`config.mk`:
```
export PLATFORM = sky130hd
export DESIGN_NAME = rstseq_ctrl
export DESIGN_NICKNAME = d
export VERILOG_FILES = /design/src/rtl/rstseq_ctrl.sv
export SDC_FILE = /design/constraint.sdc
export NUM_CORES = 1
export LEC_CHECK = 0
export CORE_MARGIN = 1
export CORE_UTILIZATION = 45
export DETAILED_ROUTE_END_ITERATION = 10
export PLACE_DENSITY = 0.76
export SETUP_SLACK_MARGIN = 0.05
export SYNTH_ARGS = -nofsm -noshare
export SYNTH_HDL_FRONTEND = slang
export SYNTH_SLANG_ARGS = --single-unit
```
`constraint.sdc`:
```
create_clock -name clk -period 2.05 [get_ports clk]
set_input_delay 0.205 -clock clk [delete_from_list [all_inputs] [get_ports clk]]
set_output_delay 0.205 -clock clk [all_outputs]
set_load 0.1 [all_outputs]
```
`src/rtl/rstseq_ctrl.sv`:
```
module rstseq_ctrl #(
  parameter int          STAB_CYCLES = 4096,
  parameter int          PIN_DELAY   = 16,
  parameter int          WDG_DELAY   = 64,
  parameter int          LVD_TAIL    = 16,
  parameter logic [15:0] VEC_ADDR    = 16'hFFFE
) (
  input  logic        clk,
  input  logic        por_n,
  input  logic        pin_in,
  output logic        pin_drive_low,
  input  logic        lvd_flag,
  input  logic        wdg_timeout,
  output logic [15:0] bus_addr,
  output logic        bus_rd,
  input  logic [7:0]  bus_rdata,
  output logic        core_reset_n,
  output logic [15:0] pc_load,
  output logic        pc_load_valid,
  output logic [2:0]  cause,
  input  logic        cause_wr,
  input  logic [2:0]  cause_wdata
);

  localparam int M1   = (PIN_DELAY > WDG_DELAY) ? PIN_DELAY : WDG_DELAY;
  localparam int M2   = (M1 > LVD_TAIL) ? M1 : LVD_TAIL;
  localparam int MAXC = (M2 > STAB_CYCLES) ? M2 : STAB_CYCLES;
  localparam int CW   = $clog2(MAXC) + 1;
  localparam logic [CW-1:0] STAB_LAST = CW'(STAB_CYCLES - 1);
  localparam logic [CW-1:0] PIN_LAST  = CW'(PIN_DELAY - 1);
  localparam logic [CW-1:0] WDG_LAST  = CW'(WDG_DELAY - 1);
  localparam logic [CW-1:0] LVD_LAST  = CW'(LVD_TAIL - 1);

  typedef enum logic [2:0] {S_RUN, S_DLY, S_STAB, S_FHI, S_FLO} st_t;
  typedef enum logic [1:0] {SRC_PIN, SRC_WDG, SRC_LVD} src_t;

  st_t           st;
  src_t          src, sel;
  logic [CW-1:0] cnt, dly_last;
  logic [1:0]    sync, drv_h;
  logic [7:0]    hi_q;
  logic          ext_req, any_req;
  logic [2:0]    set_bits, clr_bits;

  assign pin_drive_low = (st == S_DLY);
  assign core_reset_n  = (st == S_RUN);
  assign bus_rd        = (st == S_FHI) || (st == S_FLO);
  assign bus_addr      = (st == S_FHI) ? VEC_ADDR :
                         (st == S_FLO) ? (VEC_ADDR | 16'h0001) : 16'h0000;

  assign ext_req  = !sync[1] && !pin_drive_low && (drv_h == 2'b00);
  assign any_req  = ext_req || wdg_timeout || lvd_flag;
  assign sel      = lvd_flag ? SRC_LVD : (wdg_timeout ? SRC_WDG : SRC_PIN);
  assign dly_last = (src == SRC_LVD) ? LVD_LAST :
                    (src == SRC_WDG) ? WDG_LAST : PIN_LAST;

  assign set_bits = !any_req ? 3'b000 :
                    (sel == SRC_LVD) ? 3'b100 :
                    (sel == SRC_WDG) ? 3'b010 : 3'b001;
  assign clr_bits = cause_wr ? cause_wdata : 3'b000;

  always_ff @(posedge clk or negedge por_n) begin
    if (!por_n) begin
      sync  <= 2'b11;
      drv_h <= 2'b11;
    end else begin
      sync  <= {sync[0], pin_in};
      drv_h <= {drv_h[0], pin_drive_low};
    end
  end

  always_ff @(posedge clk or negedge por_n) begin
    if (!por_n) begin
      st            <= S_DLY;
      src           <= SRC_PIN;
      cnt           <= '0;
      hi_q          <= 8'h00;
      pc_load       <= 16'h0000;
      pc_load_valid <= 1'b0;
    end else begin
      pc_load_valid <= 1'b0;
      if (any_req) begin
        st  <= S_DLY;
        src <= sel;
        cnt <= '0;
      end else begin
        case (st)
          S_DLY: begin
            if (cnt == dly_last) begin
              st  <= S_STAB;
              cnt <= '0;
            end else begin
              cnt <= cnt + 1'b1;
            end
          end
          S_STAB: begin
            if (cnt == STAB_LAST) begin
              st  <= S_FHI;
              cnt <= '0;
            end else begin
              cnt <= cnt + 1'b1;
            end
          end
          S_FHI: begin
            hi_q <= bus_rdata;
            st   <= S_FLO;
          end
          S_FLO: begin
            pc_load       <= {hi_q, bus_rdata};
            pc_load_valid <= 1'b1;
            st            <= S_RUN;
          end
          default: ;
        endcase
      end
    end
  end

  always_ff @(posedge clk or negedge por_n) begin
    if (!por_n) cause <= 3'b000;
    else        cause <= (cause & ~clr_bits) | set_bits;
  end

endmodule


```
=== After elaboration in Yosys (flattened, before gate mapping) ===
Index checks and enable logic that the tools add are counted.

* Bits in registers: 50
* Input bits: 17
* Word-level logic and storage cells: 60

* Add/subtract/negate cells: 1
* Eq/ne operators: 12
* Muxes and demuxes: 20
* Bitwise operators: 4
* Reductions and logical operators: 14

{| class="wikitable"
|+ Operators with widths
! operator !! number
|-
| 13-bit two-way mux || 3
|-
| 16-bit two-way mux || 2
|-
| 13-bit one-hot mux with 2 select lines || 1
|-
| 3-bit two-way mux || 6
|-
| 13-bit by 1-bit adder with 13-bit output, second input constant || 1
|-
| 13-bit by 12-bit == test with 1-bit output, second input constant || 1
|-
| 13-bit by 6-bit == test with 1-bit output || 1
|-
| 6-bit two-way mux || 2
|-
| 3-bit one-hot mux with 4 select lines || 1
|-
| 3-bit by 2-bit == test with 1-bit output, second input constant || 2
|-
| 5-bit nonzero test || 1
|-
| 2-bit by 1-bit == test with 1-bit output, second input constant || 2
|-
| 2-bit == test, second input constant || 2
|-
| 2-bit two-way mux || 2
|-
| 2-bit AND reduction || 2
|-
| 3-bit AND || 1
|-
| 3-bit by 1-bit == test with 1-bit output, second input constant || 1
|-
| 3-bit == test, second input constant || 1
|-
| 3-bit zero test || 1
|-
| 1-bit logical OR || 3
|-
| 1-bit two-way mux || 3
|-
| 3-bit by 1-bit inequality test with 1-bit output, second input constant || 1
|-
| 3-bit inequality test, second input constant || 1
|-
| 3-bit NOT || 1
|-
| other kinds (7) || 9
|}

=== Logic depth before layout (Yosys ltp) ===
Gate-level depths: netlist of run 1.

* Word-level depth: 8
* Gate-level depth with buffers: 8
* Mapped depth without buffers: 6

=== Worst setup path before layout of run 1 ===
No wires, ideal clock.

* Path kind: register to output
* Start point: register st[1]
* End point: output port bus_addr[10]
* Data arrival time: 4.433 ns
* Data required time: 1.845 ns
* Path slack: -2.588 ns
* Cell stages (with the launch flop): 5
* Buffers on the path: 2
* Path through: dfrtp_1 > buf_6 > nor3b_1 > nand2b_1 > buf_4

* Longest elaborated chain between the ends: 3
* Elaborated cells on any way between the ends: 4
* Classes of those cells: eq/ne: 2; mux: 2

{| class="wikitable"
|+ RTL lines
! element !! line !! source
|-
| start: declaration || 37 || <nowiki>st_t st;</nowiki>
|-
| start signal: assignment || 74 || <nowiki>st <= S_DLY;</nowiki>
|-
| start signal: assignment || 83 || <nowiki>st <= S_DLY;</nowiki>
|-
| start signal: assignment || 90 || <nowiki>st <= S_STAB;</nowiki>
|-
| 3-bit == test || 49 || <nowiki>(st == S_FLO) ? (VEC_ADDR | 16'h0001) : 16'h0000;</nowiki>
|-
| 16-bit two-way mux || 49 ||
|-
| 16-bit two-way mux * || 48 || <nowiki>assign bus_addr = (st == S_FHI) ? VEC_ADDR :</nowiki>
|-
| end: declaration || 14 || <nowiki>output logic [15:0] bus_addr,</nowiki>
|}

Mark *: on every way between the ends. The rest lies on a longest branch, timed or not.

=== Worst setup path after layout of run 1 ===
* Start point: register cnt[1]
* End point: register cnt[7]

* Longest elaborated chain between the ends: 4
* Elaborated cells on any way between the ends: 7
* Classes of those cells: add/sub: 1; eq/ne: 2; mux: 4

{| class="wikitable"
|+ RTL lines
! element !! line !! source
|-
| start: declaration || 39 || <nowiki>logic [CW-1:0] cnt, dly_last;</nowiki>
|-
| start signal: assignment || 93 || <nowiki>cnt <= cnt + 1'b1;</nowiki>
|-
| start signal: assignment || 101 || <nowiki>cnt <= cnt + 1'b1;</nowiki>
|-
| 13-bit by 1-bit adder with 13-bit output, or another cell as far along || 93, 101 ||
|-
| 13-bit two-way mux (on tied branches) || 97, 89 ||
|-
| 13-bit one-hot mux with 2 select lines * || 87 || <nowiki>case (st)</nowiki>
|-
| 13-bit two-way mux * || 82 || <nowiki>if (any_req) begin</nowiki>
|}

Marked as above.
A chain may end at the register's enable or synchronous reset.

==> qor.csv, run 1 <==
stage,metric,value,unit
final_layout,layout cell share with drive strength beyond 1,48.0,%
timing,Clock Skews,12.6,ps
final_layout,"leading cell type in the layout, fill and taps excluded",buf_4,
grt,pin count of the biggest net entering global routing,28,
logic_synthesis,largest area contributor in the netlist,dfrtp_1,
die,# IOs,56,
logic_synthesis,"EDFF count, synth",0,
final_layout,most frequent cells in the layout,"buf_4, dfrtp_1, mux2_2, buf_12, clkdlybuf4s50_1",
power_and_ir_drop,Static Leak,1.67,nW
detailed_routing,uppermost routed layer,met4,
timing,fmax,488,MHz
timing,final hold violation count,0,
worst_setup_path,Critical Path RT,2250,ps
power_and_ir_drop,Pwr Total,1.90,mW
grt,overall routing resource usage,22.1,%
logic_synthesis,Synth Flop Type,dfrtp_1,
place,Post-DP Area,3250,um^2
timing,RSZ-0062 raised after global routing,true,
cts,CTS Sinks,50,
timing,"Setup violations, final",0,
final_layout,ant diodes,0,
logic_synthesis,Syn. warnings,0,
die,core area,5110,um^2
logic_synthesis,register bit count reported by yosys,50,
cts,clock slew at reported path FFs,100,ps
logic_synthesis,post-synthesis instance total,203,
die,die span in y,74.8,um
detailed_routing,Routed met1 length,2250,um
grt,via count of the first global-routing pass,1928,
grt,remaining global-route overflow,0,
run,Max Cap Viol,0,
timing,min Tclk post-route,2050,ps
detailed_routing,ANT nets after route,0,
cts,Worst-Skew Late Latency,310,ps
detailed_routing,final WL,5620,um
detailed_routing,Via-to-Cell Ratio,5.48,
status,run status,completed,
timing,worst slew pin tran,576,ps
logic_synthesis,top cell type's share of synthesized area,47.2,%
worst_setup_path,"Arr. time, crit path",2250,ps
final_layout,design area,3520,um^2
timing,setup ws final,1.93,ps
detailed_routing,DRC Markers,0,
final_layout,Non-Filler Instances,347,
timing,relative slew slack,61.6,%
detailed_routing,DRT Pass-1 Iters,4,
logic_synthesis,Synth area leaders,"dfrtp_1, mux2_2, dfstp_2",
cts,CTS tree,done,
place,post-DP HPWL,3930,um
die,Die W,74.8,um
die,initial core utilization,46.7,%
place,Placement Setup Slack,-20.2,ps
power_and_ir_drop,Worst VDD drop,0.475,mV
logic_synthesis,synthesized area,2380,um^2
worst_setup_path,crit end category,flop,
detailed_routing,met2 wire len,2920,um
cts,clk buf depth,2,
grt,initial antenna violation count,0,
detailed_routing,initial drt markers,164,
die,number of cell rows,26,
cts,H-tree Lvls,2,
detailed_routing,via count,1900,
detailed_routing,WL/cell,16.2,um
worst_setup_path,CP startpoint kind,flop,
logic_synthesis,post-synthesis area per instance,11.7,um^2
logic_synthesis,Post-Syn Nets,221,
place,# port buffers,55,
timing,Slew Limit Fails,0,
final_layout,Filler Cells Inserted,373,
timing,final worst-path cycle share,99.9,%
place,Placed Instances,332,
worst_setup_path,WS Path Type,reg -> reg,
final_layout,Area growth syn-to-layout,47.6,%
logic_synthesis,Async SR Flop Fraction,100,%
hold_path,worst hold path type,in -> reg,
logic_synthesis,Synth cell types,39,
worst_setup_path,largest fanout on the critical path,5,
detailed_routing,met3 WL,345,um
grt,first-pass GRT wire length,9240,um
logic_synthesis,post-synthesis sequential area ratio,52.8,%
place,GP Congestion,0.853,
cts,Clock Tree Root,clkbuf_8,
power_and_ir_drop,PD cells,539,nW/um^2
final_layout,# nets final,294,
die,die area,5590,um^2
cts,CTS Buf Count,5,
==> synth_stat cells, types with 2 or more instances <==
cell type / number
dfrtp_1: 45
mux2_2: 26
buf_4: 15
nand2_1: 13
o31ai_1: 8
nor3_1: 7
a21o_1: 6
a22o_1: 6
and3_1: 6
nand4_1: 6
nor2_1: 6
dfstp_2: 5
nor2b_1: 5
o21ai_0: 5
clkbuf_1: 4
inv_1: 4
nor4_1: 4
buf_2: 3
buf_6: 3
nand2b_1: 3
a221o_1: 2
and2_1: 2
or3_1: 2
or3b_1: 2
==> per-layer routing <==
metal  up-vias  global-route usage, %
li1        871                      -
met2        75                   38.3
met5         -                      0
met3         9                   5.49
met1       945                   26.7
met4         0                   7.76
==> area by class of cell <==
type	count	area (um^2)	area share [%]
Multi-Input combinational cell	124	1030	29.2
Tap cell	70	87.6	2.49
Timing Repair Buffer	91	1010	28.7
Inverter	4	18.8	0.534
Clock inverter	3	47.5	1.35
Clock buffer	5	68.8	1.96
Sequential cell	50	1260	35.8
==> state kept, by name (all words and copies together), names as in the netlist <==
name	flops
pc_load	16
cnt	13
hi_q	8
cause	3
st	3
drv_h	2
src	2
sync	2
pc_load_valid	1
==> through the flow <==
stage	TNS [ps]	hold WS, ps	util, %
final	0	310	68.9
after global routing	-307	310	68.9
after CTS	0	312	67.3
after detailed placement	-20.2	228	63.6
after global placement	0	222	63.6
after floorplan	-12020	-90.6	-
==> final timing paths <==
| check | from | to | slack, ps | cells past startpoint |
|---|---|---|---|---|
| setup reg to reg | cnt[1] | cnt[7] | 2 | 7 |
| hold / removal | pin_in | sync[0] | 310 | 1 |
| hold reg to reg | sync[0] | sync[1] | 360 | 0 |
| setup / recovery | cnt[1] | cnt[7] | 2 | 7 |
| min in group asynchronous | por_n | cnt[9] | 410 | 2 |
| max in group asynchronous | por_n | hi_q[0] | 1080 | 3 |
==> logic make-up (layout without fill, tap and decap cells) <==
family	Yosys count	after routing	synth area share, %
AO/OA/AOI/OAI	34	34	11.3
buffers and inverters	29	103	8.03
multiplexers	26	26	12.3
adder cells (fa/ha/maj)	2	2	0.945
flip-flops	50	50	52.8
AND/OR/NAND/NOR	62	62	14.7
==> worst max-delay path, cell delays in order, from the launching register on <==
cell	delay, ps
dfrtp_1	370
ha_2	200
nand4_1	130
or3_4	370
o31ai_4	330
nor3_4	90
buf_6	140
a221o_1	300
==> repair_timing <==
| item | in CTS | in global routing |
|---|---|---|
| endpoints found under the setup margin | 20 | 34 |
| hold buffers | 1 | 0 |
| pin swaps | 0 | 10 |
| gates resized for setup | 4 | 15 |
| endpoints found under the hold margin | 18 | 0 |
| gates cloned | 0 | 1 |
| buffers inserted | 3 | 2 |
==> power by group <==
part | internal, mW | switching [mW]
sequential | 1.00 | 0.00831
combinational | 0.0729 | 0.0851
clock | 0.370 | 0.355
Note: power is estimated with default switching activity, not from simulation.
==> run 2, diff against run 1 <==
CORE_UTILIZATION = 51   (was 45)
CTS_BUF_LIST = sky130_fd_sc_hd__clkbuf_8   (was default)
PLACE_DENSITY = 0.81   (was 0.76)
clock period = 2.3 ns   (was 2.05 ns; I/O delays follow)
==> qor.csv, run 2 (synthesis gave the netlist of run 1 again) <==
stage,metric,value,unit,change
worst_setup_path,"Arr. time, crit path",2420,ps,+170 ps
cts,clock slew at reported path FFs,100,ps,about the same
timing,Slew Limit Fails,0,,unchanged
detailed_routing,WL/cell,15.4,um,-4.7%
final_layout,Finished Core Util,71.7,%,+2.9 points
detailed_routing,via count,1711,,-9.9%
grt,pin count of the biggest net entering global routing,23,,-18%
die,die area,4950,um^2,-11%
power_and_ir_drop,Worst VDD drop,0.303,mV,-36%
place,Placement Setup Slack,156,ps,+176 ps
cts,Clock Tree Root,clkbuf_8,,
cts,clk buf depth,2,,unchanged
cts,H-tree Lvls,2,,unchanged
grt,via count of the first global-routing pass,1718,,-11%
power_and_ir_drop,Static Leak,1.52,nW,-9.2%
die,# IOs,56,,unchanged
timing,min Tclk post-route,2160,ps,+117 ps
place,Post-DP Area,3050,um^2,-6.0%
worst_setup_path,Critical R2R Capture,cnt[11],,
place,Placed Instances,297,,-11%
cts,CTS Buf Count,5,,unchanged
final_layout,most frequent cells in the layout,"dfrtp_1, buf_4, mux2_2, buf_12, clkdlybuf4s50_1",,
place,GP Congestion,0.860,,+0.87%
timing,relative slew slack,67.7,%,+6.1 points
hold_path,Hold Path Depth,1,,unchanged
power_and_ir_drop,PD cells,487,nW/um^2,-9.6%
final_layout,max reg flops,16,,unchanged
worst_setup_path,WS Path Type,reg -> reg,,
timing,final worst-path cycle share,94.1,%,-5.8 points
timing,setup total negative slack,0,ps,unchanged
timing,fmax,462,MHz,-5.4%
run,Max Cap Viol,0,,unchanged
detailed_routing,ANT nets after route,0,,unchanged
die,initial core utilization,54.0,%,+7.3 points
worst_setup_path,FF-to-FF path depth,5,,-2
die,core area,4410,um^2,-14%
cts,CTS Sinks,50,,unchanged
final_layout,Non-Filler Instances,306,,-12%
die,Die W,70.4,um,-5.9%
status,run status,completed,,
timing,Clock Skews,8.66,ps,-3.95 ps
grt,initial antenna violation count,0,,unchanged
final_layout,# nets final,271,,-7.8%
final_layout,most flop-heavy register,pc_load,,
worst_setup_path,crit end category,flop,,
worst_setup_path,FF-to-FF setup slack,140,ps,+130 ps
grt,remaining global-route overflow,0,,unchanged
worst_setup_path,Critical Path RT,2550,ps,+300 ps
detailed_routing,Via-to-Cell Ratio,5.59,,+2.1%
place,post-DP HPWL,3480,um,-12%
hold_path,worst hold path type,in -> reg,,
hold_path,HP Start,pin_in,,
grt,first-pass GRT wire length,8180,um,-11%
timing,final hold violation count,0,,unchanged
final_layout,layout cell share with drive strength beyond 1,39.4,%,-8.6 points
final_layout,Area growth syn-to-layout,32.9,%,
worst_setup_path,largest fanout on the critical path,8,,+3
worst_setup_path,CP startpoint kind,flop,,
detailed_routing,final WL,4720,um,-16%
final_layout,design area,3170,um^2,-10%
place,# port buffers,55,,unchanged
final_layout,Regs by FF count,"pc_load x16, cnt x13, hi_q x8",,
grt,overall routing resource usage,21.2,%,-0.82 points
die,number of cell rows,24,,-7.7%
detailed_routing,DRT Pass-1 Iters,4,,unchanged
final_layout,ant diodes,0,,unchanged
timing,RSZ-0062 raised after global routing,true,,
final_layout,"leading cell type in the layout, fill and taps excluded",dfrtp_1,,
detailed_routing,DRC Markers,0,,unchanged
cts,CTS tree,done,,
hold_path,"Endpoint, Worst Hold",sync[0],,
cts,Worst-Skew Late Latency,310,ps,about the same
detailed_routing,initial drt markers,174,,+6.1%
worst_setup_path,Reg-to-Reg Start,st[0],,
timing,"Setup violations, final",0,,unchanged
timing,setup ws final,135,ps,+133 ps
timing,worst slew pin tran,485,ps,-91.5 ps
die,die span in y,70.4,um,-5.9%
## run 2: cell types whose count changed in the layout (fill, tap and decap cells not counted), sizes merged
cell,before,now
buf,75,52
bufinv,1,0
clkinvlp,1,2
## run 2: worst max-delay path, cell delays in order (launching register included)
cell and delay (ps):
dfstp_2 620, or3b_1 450, and4_4 220, or4_4 510
a211oi_2 220, a21o_1 100
## run 2: worst max path at each step
stage	cells past startpoint	slack, ps	to	startpoint
finish	5	140	cnt[11]	st[0]
global route	6	50	cnt[7]	st[0]
CTS	7	150	cnt[7]	cnt[0]
detailed placement	7	160	cnt[7]	cnt[0]
global placement	7	210	cnt[8]	cnt[0]
floorplan	4	-220	bus_addr[10]	st[1]
## run 2: repair_timing
item / 4_1_cts / 5_1_grt
hold buffers: 1 / 0
buffers inserted: 0 / 0
setup endpoints to repair: 0 / 12
gates resized for setup: 0 / 2
hold endpoints to repair: 12 / 0
## run 2: metrics by stage
stage               hold slack [ps]  power [mW]
global placement                141        1.04
finish                          325        1.54
CTS                             317        1.56
floorplan                     -65.6       0.970
global route                    323        1.61
detailed placement              144        1.04
## run 2: layer usage
layer	vias to the layer above	global-route usage, %	wire, um
met3	7	6.64	324
li1	822	-	-
met2	52	34.5	2320
met5	-	0	0
met4	0	6.89	59
met1	830	26.9	2010
## run 2: power by group
group / total (mW) / switching (mW) / leakage [nW] / internal (mW)
Combinational: 0.120 / 0.0686 / 0.805 / 0.0515
Clock: 0.522 / 0.302 / 0.0447 / 0.220
Sequential: 0.902 / 0.00738 / 0.666 / 0.894
## run 2: area by class of cell
class / count / area [um^2]
sequential: 50 / 1260
clock buffer: 5 / 68.8
fill: 311 / 1250
multi-input combinational: 124 / 971
timing repair buffer: 68 / 761
inverter: 4 / 18.8
clock inverter: 3 / 25.0
tap: 52 / 65.1
==> run 3, diff against run 2 <==
CORE_UTILIZATION = 46   (was 51)
PLACE_DENSITY = 0.78   (was 0.81)
RECOVER_POWER = 100   (was default)
clock period = 1.8 ns   (was 2.3 ns; I/O delays follow)
==> qor.csv, run 3 (synthesis gave the netlist of run 1 again) <==
stage,metric,value,unit,change
grt,remaining global-route overflow,0,,unchanged
hold_path,worst hold path type,reg -> reg,,
worst_setup_path,largest fanout on the critical path,4,,-4
place,GP Congestion,0.893,,+3.9%
worst_setup_path,Reg-to-Reg Start,cnt[0],,
final_layout,ant diodes,0,,unchanged
final_layout,max reg flops,16,,unchanged
detailed_routing,initial drt markers,96,,-45%
timing,"Setup violations, final",55,,+55
worst_setup_path,CP startpoint kind,flop,,
grt,via count of the first global-routing pass,2149,,+25%
timing,fmax,498,MHz,
grt,initial antenna violation count,0,,unchanged
run,Max Cap Viol,0,,unchanged
detailed_routing,Via-to-Cell Ratio,5.59,,-0.11%
timing,worst slew pin tran,1110,ps,+626 ps
cts,CTS Sinks,50,,unchanged
final_layout,"leading cell type in the layout, fill and taps excluded",buf_4,,
detailed_routing,final WL,6750,um,+43%
detailed_routing,WL/cell,18.0,um,+17%
place,post-DP HPWL,4140,um,+19%
timing,min Tclk post-route,2010,ps,
detailed_routing,ANT nets after route,0,,unchanged
cts,clk buf depth,2,,unchanged
final_layout,Area growth syn-to-layout,57.5,%,
timing,Hold Slack,371,ps,+45.4 ps
final_layout,Filler Cells Inserted,306,,-1.6%
final_layout,Finished Core Util,77.4,%,+5.7 points
status,failing checks,negative setup slack,,
final_layout,Regs by FF count,"pc_load x16, cnt x13, hi_q x8",,
final_layout,layout cell share with drive strength beyond 1,55.0,%,+16 points
die,initial core utilization,49.2,%,-4.8 points
detailed_routing,via count,2089,,+22%
die,core area,4850,um^2,+9.8%
detailed_routing,DRC Markers,0,,unchanged
die,die span in y,74.0,um,+5.1%
worst_setup_path,Critical Path RT,1620,ps,-930 ps
worst_setup_path,crit end category,output pin,,
die,Die W,74.0,um,+5.1%
cts,H-tree Lvls,2,,unchanged
timing,relative slew slack,25.9,%,-42 points
final_layout,# nets final,324,,+20%
cts,clock slew at reported path FFs,100,ps,about the same
grt,overall routing resource usage,25.2,%,+3.9 points
timing,Clock Skews,8.10,ps,-0.560 ps
place,# port buffers,55,,unchanged
worst_setup_path,Worst Path Buf+Inv,4,,+4
grt,pin count of the biggest net entering global routing,33,,+43%
timing,RSZ-0062 raised after global routing,true,,
cts,CTS Buf Count,5,,unchanged
cts,Worst-Skew Late Latency,310,ps,about the same
die,die area,5470,um^2,+11%
hold_path,HP Start,sync[0],,
final_layout,most frequent cells in the layout,"buf_4, dfrtp_1, mux2_2, clkbuf_2, buf_12",,
worst_setup_path,"delay-heaviest family, CP",flip-flops,,
die,# IOs,56,,unchanged
final_layout,design area,3750,um^2,+19%
worst_setup_path,max incr delay on CP,580,ps,-40 ps
timing,Slew Limit Fails,0,,unchanged
power_and_ir_drop,Static Leak,1.83,nW,+21%
power_and_ir_drop,Pwr Total,2.05,mW,+33%
worst_setup_path,worst-path cell chain,or3b_4 > clkbuf_1 > clkinvlp_4 > buf_6 > buf_12,,
worst_setup_path,WS Path Type,reg -> out,,
place,Post-DP Area,3440,um^2,+13%
worst_setup_path,Critical-path top delay cell,dfstp_2,,
die,number of cell rows,25,,+4.2%
power_and_ir_drop,PD cells,545,nW/um^2,+12%
grt,first-pass GRT wire length,10400,um,+27%
status,run status,"complete, but fails checks",,
cts,Clock Tree Root,clkbuf_8,,
cts,CTS tree,done,,
final_layout,most flop-heavy register,pc_load,,
timing,final hold violation count,0,,unchanged
timing,final worst-path cycle share,112,%,
timing,setup ws final,-209,ps,-345 ps
worst_setup_path,worst setup path start,st[0],,
worst_setup_path,"Arr. time, crit path",1830,ps,-590 ps
power_and_ir_drop,Worst VDD drop,0.464,mV,+53%
detailed_routing,DRT Pass-1 Iters,4,,unchanged
-- run 3: per-layer routing --
metal | part of all wire (%) | global-route usage (%)
met1 | 38 | 28.6
met2 | 54 | 46.5
met3 | 4.8 | 5.15
met4 | 3.2 | 9.40
met5 | 0 | 0
-- run 3: what timing repair did --
item	in CTS	in global routing
hold buffers	1	0
resized for setup	20	16
pin swaps	15	9
endpoints found under the hold margin	13	0
gates cloned	0	0
endpoints found under the setup margin	56	56
setup buffers	13	10
-- run 3: layout make-up --
cell class,count,area [um^2],share of cell area (%)
tap,67,83.8,2.23
clock buffer,5,68.8,1.83
clock inverter,3,28.8,0.766
sequential,50,1260,33.5
multi-input combinational,124,1080,28.8
inverter,4,18.8,0.500
timing repair buffer,121,1220,32.4
-- run 3: where the power goes --
group	switching (mW)	internal (mW)	total [mW]
Clock	0.414	0.291	0.705
Sequential	0.00893	1.14	1.15
Combinational	0.105	0.0836	0.189
-- run 3: final timing paths --
path                                      end  slack, ps  cells past startpoint
worst max-delay path            pin_drive_low       -210                      5
worst min-delay path                  sync[1]        370                      0
worst min register to register        sync[1]        370                      0
worst max register to register         cnt[9]       -180                      7
max in group asynchronous          pc_load[0]        210                      3
min in group asynchronous            cause[0]        600                      2
-- run 3: stage by stage --
stage / cells / worst slack (ps) / TNS (ps)
after CTS: 366 / -153 / -4850
final: 374 / -209 / -6250
after floorplan: 203 / -679 / -19780
after detailed placement: 345 / -181 / -5270
after global placement: 345 / -142 / -4670
after global routing: 374 / -256 / -9990
